$ cat src/rtl/pcm_slot_pkg.sv
package pcm_slot_pkg;

  // Number of bits in one sample for the selected word format.
  function automatic logic [4:0] word_len(input logic linear);
    return linear ? 5'd16 : 5'd8;
  endfunction

  // Code delivered instead of a received sample when idle substitution is on.
  function automatic logic [15:0] idle_word(input logic alaw, input logic linear);
    if (linear)    return 16'h0000;
    else if (alaw) return 16'h00D5;
    else           return 16'h00FF;
  endfunction

  // Word bit carried by serial position k of the window.
  function automatic logic [3:0] bit_index(input logic [3:0] k, input logic msb_first,
                                           input logic linear);
    if (!msb_first)  return k;
    else if (linear) return 4'd15 - k;
    else             return 4'd7 - k;
  endfunction

endpackage

$ cat src/rtl/pcm_frame_timer.sv
module pcm_frame_timer
  import pcm_slot_pkg::*;
#(
  parameter int FRAME_BITS = 256,
  parameter int SLOT_W     = 5,
  parameter int IN_STAGES  = 1,
  localparam int CNT_W     = $clog2(FRAME_BITS) + 1
) (
  input  logic              clk,
  input  logic              rst_n,
  input  logic              bclk,
  input  logic              fsync,
  input  logic              rx_in,
  input  logic [SLOT_W-1:0] slot,
  input  logic              linear,
  output logic              bit_tick,
  output logic              frame_tick,
  output logic              sample_tick,
  output logic              in_slot,
  output logic [3:0]        slot_pos,
  output logic              last_pos,
  output logic              rx_line
);

  localparam logic [CNT_W-1:0] CNT_IDLE = '1;

  // Input capture pipeline: {bclk, fsync, rx_in}
  logic [2:0] stage_q [IN_STAGES];

  generate
    for (genvar i = 0; i < IN_STAGES; i++) begin : g_stage
      if (i == 0) begin : g_first
        always_ff @(posedge clk or negedge rst_n)
          if (!rst_n) stage_q[0] <= '0;
          else        stage_q[0] <= {bclk, fsync, rx_in};
      end else begin : g_next
        always_ff @(posedge clk or negedge rst_n)
          if (!rst_n) stage_q[i] <= '0;
          else        stage_q[i] <= stage_q[i-1];
      end
    end
  endgenerate

  logic bclk_s, fs_s, bclk_prev;
  assign bclk_s  = stage_q[IN_STAGES-1][2];
  assign fs_s    = stage_q[IN_STAGES-1][1];
  assign rx_line = stage_q[IN_STAGES-1][0];

  logic rise, fall;
  assign rise = bclk_s & ~bclk_prev;
  assign fall = ~bclk_s & bclk_prev;

  logic [CNT_W-1:0] cnt;

  always_ff @(posedge clk or negedge rst_n) begin
    if (!rst_n) begin
      bclk_prev  <= 1'b0;
      cnt        <= CNT_IDLE;
      bit_tick   <= 1'b0;
      frame_tick <= 1'b0;
    end else begin
      bclk_prev  <= bclk_s;
      bit_tick   <= rise;
      frame_tick <= rise & fs_s;
      if (rise) begin
        if (fs_s)                  cnt <= '0;
        else if (cnt != CNT_IDLE)  cnt <= cnt + 1'b1;
      end
    end
  end

  // Window arithmetic, one bit wider than the counter.
  logic [CNT_W:0] cnt_x, start_x, end_x, diff_x;
  logic [4:0]     len;

  always_comb begin
    len     = word_len(linear);
    cnt_x   = {1'b0, cnt};
    start_x = '0;
    start_x[SLOT_W+2:0] = {slot, 3'b000};
    end_x   = start_x + (CNT_W+1)'(len);
    diff_x  = cnt_x - start_x;
  end

  assign in_slot     = (cnt_x >= start_x) && (cnt_x < end_x);
  assign slot_pos    = diff_x[3:0];
  assign last_pos    = in_slot && ({1'b0, slot_pos} == len - 5'd1);
  assign sample_tick = fall;

  p_sync_clears_count_r1: assert property (@(posedge clk) disable iff (!rst_n)
    (rise && fs_s) |=> (cnt == '0));

  p_count_steps_r1: assert property (@(posedge clk) disable iff (!rst_n)
    (rise && !fs_s && cnt != CNT_IDLE) |=> (cnt == $past(cnt) + 1'b1));

endmodule

$ cat src/rtl/pcm_tx_path.sv
module pcm_tx_path
  import pcm_slot_pkg::*;
(
  input  logic        clk,
  input  logic        rst_n,
  input  logic        hiz,
  input  logic        send_zero,
  input  logic        msb_first,
  input  logic        dig_loop,
  input  logic        linear,
  input  logic        standby,
  input  logic        bit_tick,
  input  logic        frame_tick,
  input  logic        in_slot,
  input  logic [3:0]  slot_pos,
  input  logic [15:0] tx_word,
  input  logic [15:0] loop_word,
  output logic        tx_out,
  output logic        tx_oe
);

  logic [15:0] hold_q, src, cur;
  logic        nxt_bit, line_q, act_q;

  assign src     = dig_loop ? loop_word : tx_word;
  assign cur     = frame_tick ? src : hold_q;
  assign nxt_bit = send_zero ? 1'b0 : cur[bit_index(slot_pos, msb_first, linear)];

  always_ff @(posedge clk or negedge rst_n) begin
    if (!rst_n) begin
      hold_q <= '0;
      line_q <= 1'b0;
      act_q  <= 1'b0;
    end else begin
      if (frame_tick) hold_q <= src;
      if (bit_tick) begin
        line_q <= in_slot ? nxt_bit : 1'b0;
        act_q  <= in_slot;
      end
    end
  end

  assign tx_out = line_q;
  assign tx_oe  = act_q & ~hiz & ~standby;

  p_zero_fill_r4: assert property (@(posedge clk) disable iff (!rst_n)
    (bit_tick && in_slot && send_zero) |=> !tx_out);

  p_quiet_outside_r1: assert property (@(posedge clk) disable iff (!rst_n)
    (bit_tick && !in_slot) |=> !tx_oe);

  p_hold_stable_r10: assert property (@(posedge clk) disable iff (!rst_n)
    !frame_tick |=> (hold_q == $past(hold_q)));

endmodule

$ cat src/rtl/pcm_rx_path.sv
module pcm_rx_path
  import pcm_slot_pkg::*;
(
  input  logic        clk,
  input  logic        rst_n,
  input  logic        msb_first,
  input  logic        idle,
  input  logic        ana_loop,
  input  logic        linear,
  input  logic        alaw,
  input  logic        sample_tick,
  input  logic        in_slot,
  input  logic [3:0]  slot_pos,
  input  logic        last_pos,
  input  logic        rx_line,
  input  logic        line_bit,
  output logic [15:0] rx_word,
  output logic        rx_valid
);

  logic [15:0] acc_q, acc_n, done_w;
  logic        in_bit;
  logic [3:0]  idx;

  assign in_bit = ana_loop ? line_bit : rx_line;
  assign idx    = bit_index(slot_pos, msb_first, linear);

  always_comb begin
    acc_n      = acc_q;
    acc_n[idx] = in_bit;
    done_w     = acc_n;
    if (!linear) done_w[15:8] = 8'h00;
    if (idle)    done_w = idle_word(alaw, linear);
  end

  always_ff @(posedge clk or negedge rst_n) begin
    if (!rst_n) begin
      acc_q    <= '0;
      rx_word  <= '0;
      rx_valid <= 1'b0;
    end else begin
      rx_valid <= 1'b0;
      if (sample_tick && in_slot) begin
        acc_q <= acc_n;
        if (last_pos) begin
          rx_word  <= done_w;
          rx_valid <= 1'b1;
        end
      end
    end
  end

  p_strobe_single_r11: assert property (@(posedge clk) disable iff (!rst_n)
    rx_valid |=> !rx_valid);

  p_word_moves_with_strobe_r11: assert property (@(posedge clk) disable iff (!rst_n)
    (rx_word != $past(rx_word)) |-> rx_valid);

  p_upper_clear_r6: assert property (@(posedge clk) disable iff (!rst_n)
    (rx_valid && !linear) |-> (rx_word[15:8] == 8'h00));

  p_idle_code_r7: assert property (@(posedge clk) disable iff (!rst_n)
    (rx_valid && idle) |-> (rx_word == idle_word(alaw, linear)));

endmodule

$ cat src/rtl/pcm_slot_port.sv
module pcm_slot_port
  import pcm_slot_pkg::*;
#(
  parameter int FRAME_BITS = 256,
  parameter int SLOT_W     = 5,
  parameter int IN_STAGES  = 1
) (
  input  logic              clk,
  input  logic              rst_n,
  input  logic              bclk,
  input  logic              fsync,
  input  logic [SLOT_W-1:0] slot,
  input  logic [7:0]        ctrl_byte,
  input  logic              standby,
  input  logic [15:0]       tx_word,
  output logic              tx_out,
  output logic              tx_oe,
  input  logic              rx_in,
  output logic [15:0]       rx_word,
  output logic              rx_valid
);

  // Control byte fields
  logic c_hiz, c_zero, c_msb, c_idle, c_dloop, c_aloop, c_linear, c_alaw;
  assign c_hiz    = ctrl_byte[0];
  assign c_zero   = ctrl_byte[1];
  assign c_msb    = ctrl_byte[2];
  assign c_idle   = ctrl_byte[3];
  assign c_dloop  = ctrl_byte[4];
  assign c_aloop  = ctrl_byte[5];
  assign c_linear = ctrl_byte[6];
  assign c_alaw   = ctrl_byte[7];

  // Events between the timer and the two data paths
  logic       bit_tick, frame_tick, sample_tick, in_slot, last_pos, rx_line;
  logic [3:0] slot_pos;

  pcm_frame_timer #(
    .FRAME_BITS(FRAME_BITS),
    .SLOT_W    (SLOT_W),
    .IN_STAGES (IN_STAGES)
  ) u_timer (
    .clk        (clk),
    .rst_n      (rst_n),
    .bclk       (bclk),
    .fsync      (fsync),
    .rx_in      (rx_in),
    .slot       (slot),
    .linear     (c_linear),
    .bit_tick   (bit_tick),
    .frame_tick (frame_tick),
    .sample_tick(sample_tick),
    .in_slot    (in_slot),
    .slot_pos   (slot_pos),
    .last_pos   (last_pos),
    .rx_line    (rx_line)
  );

  pcm_tx_path u_tx (
    .clk       (clk),
    .rst_n     (rst_n),
    .hiz       (c_hiz),
    .send_zero (c_zero),
    .msb_first (c_msb),
    .dig_loop  (c_dloop),
    .linear    (c_linear),
    .standby   (standby),
    .bit_tick  (bit_tick),
    .frame_tick(frame_tick),
    .in_slot   (in_slot),
    .slot_pos  (slot_pos),
    .tx_word   (tx_word),
    .loop_word (rx_word),
    .tx_out    (tx_out),
    .tx_oe     (tx_oe)
  );

  pcm_rx_path u_rx (
    .clk        (clk),
    .rst_n      (rst_n),
    .msb_first  (c_msb),
    .idle       (c_idle),
    .ana_loop   (c_aloop),
    .linear     (c_linear),
    .alaw       (c_alaw),
    .sample_tick(sample_tick),
    .in_slot    (in_slot),
    .slot_pos   (slot_pos),
    .last_pos   (last_pos),
    .rx_line    (rx_line),
    .line_bit   (tx_out),
    .rx_word    (rx_word),
    .rx_valid   (rx_valid)
  );

  p_standby_off_r3: assert property (@(posedge clk) disable iff (!rst_n)
    (standby || c_hiz) |-> !tx_oe);

endmodule

$ cat config.mk
export PLATFORM = sky130hd
export DESIGN_NAME = pcm_slot_port
export DESIGN_NICKNAME = d
export VERILOG_FILES = /design/src/rtl/pcm_slot_pkg.sv /design/src/rtl/pcm_frame_timer.sv /design/src/rtl/pcm_tx_path.sv /design/src/rtl/pcm_rx_path.sv /design/src/rtl/pcm_slot_port.sv
export SDC_FILE = /design/constraint.sdc
export NUM_CORES = 1
export LEC_CHECK = 0
export BUFFER_PORTS_ARGS = -buffer_cell sky130_fd_sc_hd__buf_4
export CORE_MARGIN = 3
export CORE_UTILIZATION = 55
export CTS_CLUSTER_DIAMETER = 30
export DETAILED_ROUTE_END_ITERATION = 12
export PLACE_DENSITY_LB_ADDON = 0.05
export SLEW_MARGIN = 0
export SYNTH_ARGS = -nofsm -noshare
export SYNTH_HDL_FRONTEND = slang
export SYNTH_SLANG_ARGS = --single-unit
$ cat constraint.sdc
create_clock -name clk -period 3.06 [get_ports clk]
set_input_delay 0.306 -clock clk [delete_from_list [all_inputs] [get_ports clk]]
set_output_delay 0.306 -clock clk [all_outputs]
set_load 0.005 [all_outputs]
# Word level (Yosys, flattened, before mapping)
# Cells that the tools add are included.
# word_totals
elab_cells	60
ff_bits	66
# classes
magnitude_cmp	4
n_bitwise	9
eq_ne	2
addsub	6
n_reduce_logical	7
mux	21
# ops
cell	count
two-way mux 16 bit	4
two-way mux 9 bit	2
bitwise mux 16 bit	1
adder 8 x 5 -> 9 bit	1
adder 9 x 1 -> 9 bit (second input constant)	1
>= comparator 9 x 8 -> 1 bit	1
less-than comparator 9 bit	1
!= test 9 bit (second input constant)	1
two-way mux 4 bit	2
two-way mux 8 bit	1
two-way mux 1 bit	7
two-way mux 6 bit	1
AND 1 bit	5
== test 4 x 5 -> 1 bit	1
less-than comparator 4 x 5 -> 1 bit (second input constant)	1
two-way mux 5 bit	1
subtractor 5 x 1 -> 5 bit (second input constant)	1
binary-select mux 1 bit (select 4 bit)	1
demux 1 bit (select 4 bit)	1
>= comparator 4 x 1 -> 1 bit (second input constant)	1
logical AND 1 bit	4
inverter 1 bit	4
AND reduction 2 bit	2
subtractor 3 x 4 -> 4 bit (first input constant)	1
other kinds (3)	3

# Longest topological paths before layout
# depth
depth_word	11
ltp_mapped	13
ltp_nobuf	11

# Cells and area by module
# A second synthesis with hierarchy kept.
# hier_totals
hier_cells	463
hier_area_um2	4455.5
# modules_own_cells
module	cells_each	n_inst	area_per_inst_um2
pcm_rx_path	230	1	2108.3
pcm_tx_path	124	1	1257.5
pcm_frame_timer	109	1	1089.8

# Worst setup path before layout
# No wires, ideal clock.
# synth_timing
path_type	in2reg
from	in ctrl_byte[6]
to	reg u_rx.acc_q[7]
cell_stages	12
slack_ns	0.192
arrival_time_ns	2.741
required_time_ns	2.932
path_buffers	1
setup_time_ns	0.128
cell_sequence	inv_1 > ha_1 > inv_1 > fa_1 > ha_1 > a21o_1 > a21o_1 > a21oi_1 > o2111ai_4 > buf_6 > nor3_2 > mux2_1
# synth_between
elab_chain_cells	7
# synth_rtl
element	line	text
start, declared	pcm_slot_port.sv:13	input logic [7:0] ctrl_byte,
branches (longest 7 deep; another with adder 8 x 5 -> 9 bit)	-	
end signal, assigned	pcm_rx_path.sv:44	acc_q <= acc_n;
end, declared	pcm_rx_path.sv:21	logic [15:0] acc_q, acc_n, done_w;
# Several ways; the timed one is not identified.
# A chain may end at the register's enable or synchronous reset.

# Final worst setup path
# layout_timing
from	reg u_timer.cnt[3]
to	reg u_rx.rx_word[1]
# layout_between
elab_chain_cells	10
# layout_rtl
element	line	text
start, declared	pcm_frame_timer.sv:53	logic [CNT_W-1:0] cnt;
start signal, assigned	pcm_frame_timer.sv:67	else if (cnt != CNT_IDLE) cnt <= cnt + 1'b1;
subtractor 4 bit	pcm_frame_timer.sv:82	diff_x = cnt_x - start_x;
subtractor 3 x 4 -> 4 bit / subtractor 4 bit (equally long branches)	pcm_slot_pkg.sv:20, pcm_slot_pkg.sv:19	
two-way mux 4 bit	pcm_slot_pkg.sv:19	else if (linear) return 4'd15 - k;
two-way mux 4 bit	pcm_slot_pkg.sv:18	if (!msb_first) return k;
less-than comparator 4 x 5 -> 1 bit (not written as such) / >= comparator 4 x 1 -> 1 bit (equally long branches)	pcm_rx_path.sv:30	acc_n[idx] = in_bit;
logical AND 1 bit (not written as such)	pcm_rx_path.sv:30	
two-way mux 1 bit (not written as such)	pcm_rx_path.sv:30	
demux 1 bit (select 4 bit)	-	
bitwise mux 16 bit	pcm_rx_path.sv:30	
two-way mux 16 bit	pcm_rx_path.sv:33	if (idle) done_w = idle_word(alaw, linear);
end signal, assigned	pcm_rx_path.sv:46	rx_word <= done_w;
end, declared	pcm_rx_path.sv:17	output logic [15:0] rx_word,
# Several ways; a longest one is shown, not always the timed one.

==> flow_summary.ini <==
[outcome]
status = completed

[global_routing]
grt.total_usage = 0.2465
grt_antenna_before_repair = 0
grt_max_degree = 67
grt_remaining_overflow = 0
first_pass_grt_wire_length_um = 14300
grt_pass1_vias = 2877

[sta]
min_period_over_period = 0.9332
setup_repair_after_global_routing_missed_its_margin = false
final.setup_skew_ps = 9.876
finalMaxSlewViolations = 0
fin_setup_tns_ps = 0
finalSetupViolations = 0
timing_limited_maximum_frequency_mhz = 350.2
max_slew.worst_pin.slew_ps = 818.3
relSlewSlack = 0.4545
final-hold-violation-count = 0
layout_min_cycle_time_ps = 2856

[synthesis]
postSynth.topFlopCell = sky130_fd_sc_hd__dfrtp_1
avgSynthCellArea_um2 = 10.10
synth_area_um2 = 3697
synthDominantCellAreaShare = 0.3858
count_of_warnings_emitted_by_yosys = 0
synth-edff-count = 0
synth.yosys.seq_area_share = 0.4497
yosysTopAreaCell = sky130_fd_sc_hd__dfrtp_1
yosys_register_bits = 66
ys_async_sr_fraction = 1.000
synth_nets = 417
synth_cells = 366
synth.distinct_cells = 46
netlist_top_cells_area = sky130_fd_sc_hd__dfrtp_1 (39%), sky130_fd_sc_hd__mux2i_1 (8.7%), sky130_fd_sc_hd__dfstp_2 (6.4%), sky130_fd_sc_hd__ha_1 (5.1%), sky130_fd_sc_hd__mux2_2 (4.6%)

[drt]
detail_route.wirelength_um = 8741
residual_drc = 0
wl_met2_um = 4017
met3_wirelength_um = 445
top_signal_layer_used = met4
detail_route.wirelength.met1_um = 4207
dr.first_iter.drc_count = 141
routed_via_density = 5.752
via_count = 2922
detail_route.first_pass.iterations = 4
ant_nets = 0
wire_length_per_cell_after_detailed_routing_um = 17.21

[setup_path]
crit_type = register to register
critical_path.slowest_cell = sky130_fd_sc_hd__dfstp_2
crit-reg2reg-capture = u_rx.rx_word[1]
reg2reg_from = u_timer.cnt[3]
cpLargestDelayFamily = compound AO/OA/AOI/OAI gates
cp.buffers_inverters = 1
setup.reg_to_reg.worst_slack_ps = 200
critPathLaunchType = register
r2r_cells = 9
cp.required_ps = 3300
arrival_ps = 3100
worst-path-max-fanout = 9
cp_cell_sequence = inv_1, ha_1, nand3b_1, a21boi_1, o2111ai_1, a221oi_2, o2111ai_4, nor2_4, mux2_2
timing.critical_path.to_type = register
cp_slowest_stage_delay_ps = 580

[die]
die_area_um2 = 7742
boundaryPins = 54
core_um2 = 6422
die_x_um = 87.99
std_cell_rows = 29
start_util = 0.5757
die_height_um = 87.99

[power]
power.leakage_nw = 2.053
p_per_area_nw_per_um2 = 487.7
total_power_mw = 2.172
vdd_drop_max_mv = 0.4390

[finish]
area_growth_pct = 20.44
layout.nets = 477
finish.utilization = 0.6934
n_fill_cell = 508
final_cells = 508
final_layout_size_suffix_gt1_frac = 0.2622
diodes = 0

[clock_network]
htree_levels = 3
clkLatencyLatePin_ps = 360
clk_path_buf_depth = 2
path_clk_slew_ps = 70
clock_sink_count = 66
cts-buffers-inserted = 9
clock_tree.root_cell = sky130_fd_sc_hd__clkbuf_8
cts_tree = built

[placement]
port_buffers = 53
place.detailed.instances = 492
post-dp-hpwl_um = 6314
place.gp.congestion = 0.8286

[min_path]
min_path_type = input pin to asynchronous set/reset pin

[run]
drv_cap = 0
==> kinds of logic after synthesis <==
| kind of cell | after synthesis | share of synthesized area |
|---|---|---|
| buf+inv | 33 | 0.03722 |
| fa+ha+maj | 16 | 0.05618 |
| mux | 48 | 0.1354 |
| xor+xnor | 9 | 0.02132 |
| simple gates | 94 | 0.1178 |
| compound gates | 100 | 0.1824 |
| flops | 66 | 0.4497 |
==> state kept, by name (all words and copies together), names as in the netlist <==
| register | count |
|---|---|
| u_rx.acc_q | 16 |
| u_rx.rx_word | 16 |
| u_tx.hold_q | 16 |
| u_timer.cnt | 9 |
| u_timer.stage_q | 3 |
| u_rx.rx_valid | 1 |
| u_timer.bclk_prev | 1 |
| u_timer.bit_tick | 1 |
| u_timer.frame_tick | 1 |
| u_tx.act_q | 1 |
| u_tx.tx_out | 1 |
==> synthesized netlist by cell type (8+ instances only) <==
library cell,n
sky130_fd_sc_hd__clkbuf_1,15
sky130_fd_sc_hd__dfrtp_1,57
sky130_fd_sc_hd__o21ai_0,29
sky130_fd_sc_hd__ha_1,15
sky130_fd_sc_hd__a211o_1,12
sky130_fd_sc_hd__nor2_1,40
sky130_fd_sc_hd__inv_1,12
sky130_fd_sc_hd__o41ai_1,8
sky130_fd_sc_hd__mux2_2,15
sky130_fd_sc_hd__dfstp_2,9
sky130_fd_sc_hd__mux2i_1,32
sky130_fd_sc_hd__nor3_1,9
sky130_fd_sc_hd__a21oi_1,25
sky130_fd_sc_hd__nand2_1,21
==> per-stage QoR <==
step	instance area, um2	setup slack, ps	hold WS (ps)
after floorplan	3697	191.7	10.41
after global placement	4223	28.16	416.3
after detailed placement	4223	-47.41	416.6
after CTS	4449	179.0	41.14
after global routing	4453	12.28	32.45
final	4453	204.3	43.61
==> worst max path at each step <==
stage	to	depth (start not counted)	startpoint
after global routing	u_rx.rx_word[15]	9	u_timer.cnt[3]
after detailed placement	u_rx.rx_word[1]	12	ctrl_byte[6]
final	u_rx.rx_word[1]	9	u_timer.cnt[3]
after floorplan	u_rx.acc_q[7]	12	ctrl_byte[6]
after CTS	u_rx.rx_word[15]	9	u_timer.cnt[3]
after global placement	u_rx.rx_word[3]	12	ctrl_byte[6]
==> cell usage in the layout (no fill, tap or decap), types with 8 or more instances in the layout <==
| cell type | n |
|---|---|
| sky130_fd_sc_hd__ha_1 | 15 |
| sky130_fd_sc_hd__nand2_1 | 21 |
| sky130_fd_sc_hd__buf_4 | 68 |
| sky130_fd_sc_hd__dfrtp_1 | 57 |
| sky130_fd_sc_hd__nor3_1 | 9 |
| sky130_fd_sc_hd__mux2i_1 | 32 |
| sky130_fd_sc_hd__clkbuf_8 | 10 |
| sky130_fd_sc_hd__mux2_2 | 15 |
| sky130_fd_sc_hd__inv_1 | 12 |
| sky130_fd_sc_hd__o21ai_0 | 29 |
| sky130_fd_sc_hd__dfstp_2 | 9 |
| sky130_fd_sc_hd__a211o_1 | 12 |
| sky130_fd_sc_hd__a21oi_1 | 25 |
| sky130_fd_sc_hd__o41ai_1 | 8 |
| sky130_fd_sc_hd__nor2_1 | 40 |
==> worst register-to-register path: cells and delay by family (launching register included) <==
family / cells / cell delay [ps]
flops: 1 / 580
simple gates: 2 / 430
buf+inv: 1 / 90
mux: 1 / 370
fa+ha+maj: 1 / 320
compound gates: 4 / 960
==> power by group <==
| group | internal (mW) | total, mW | switching (mW) |
|---|---|---|---|
| logic | 0.155 | 0.371 | 0.216 |
| registers | 0.929 | 0.964 | 0.0351 |
| clock network | 0.482 | 0.837 | 0.355 |
| total | 1.57 | 2.17 | 0.606 |
==> layout make-up <==
type / instances / area [um2] / share of cell area
clock inverters: 6 / 88.84 / 0.01995
flip-flops and latches: 66 / 1663 / 0.3734
inverters: 13 / 48.80 / 0.01096
well taps: 77 / 96.34 / 0.02164
multi-input cells: 267 / 1897 / 0.4260
clock buffers: 10 / 137.6 / 0.03091
repair buffers: 69 / 521.8 / 0.1172
==> layer usage <==
layer / up-vias / global-route usage
li1: 1451 / -
met1: 1403 / 0.3586
met2: 63 / 0.3726
met3: 5 / 0.05738
met4: 0 / 0.06276
met5: - / 0
==> repair_timing <==
item,4_1_cts,5_1_grt
resized for setup,0,1
buffers inserted,0,0
endpoints found under the setup margin,0,5
hold buffers,0,0
endpoints found under the hold margin,0,0
(Power assumes the default switching activity.)
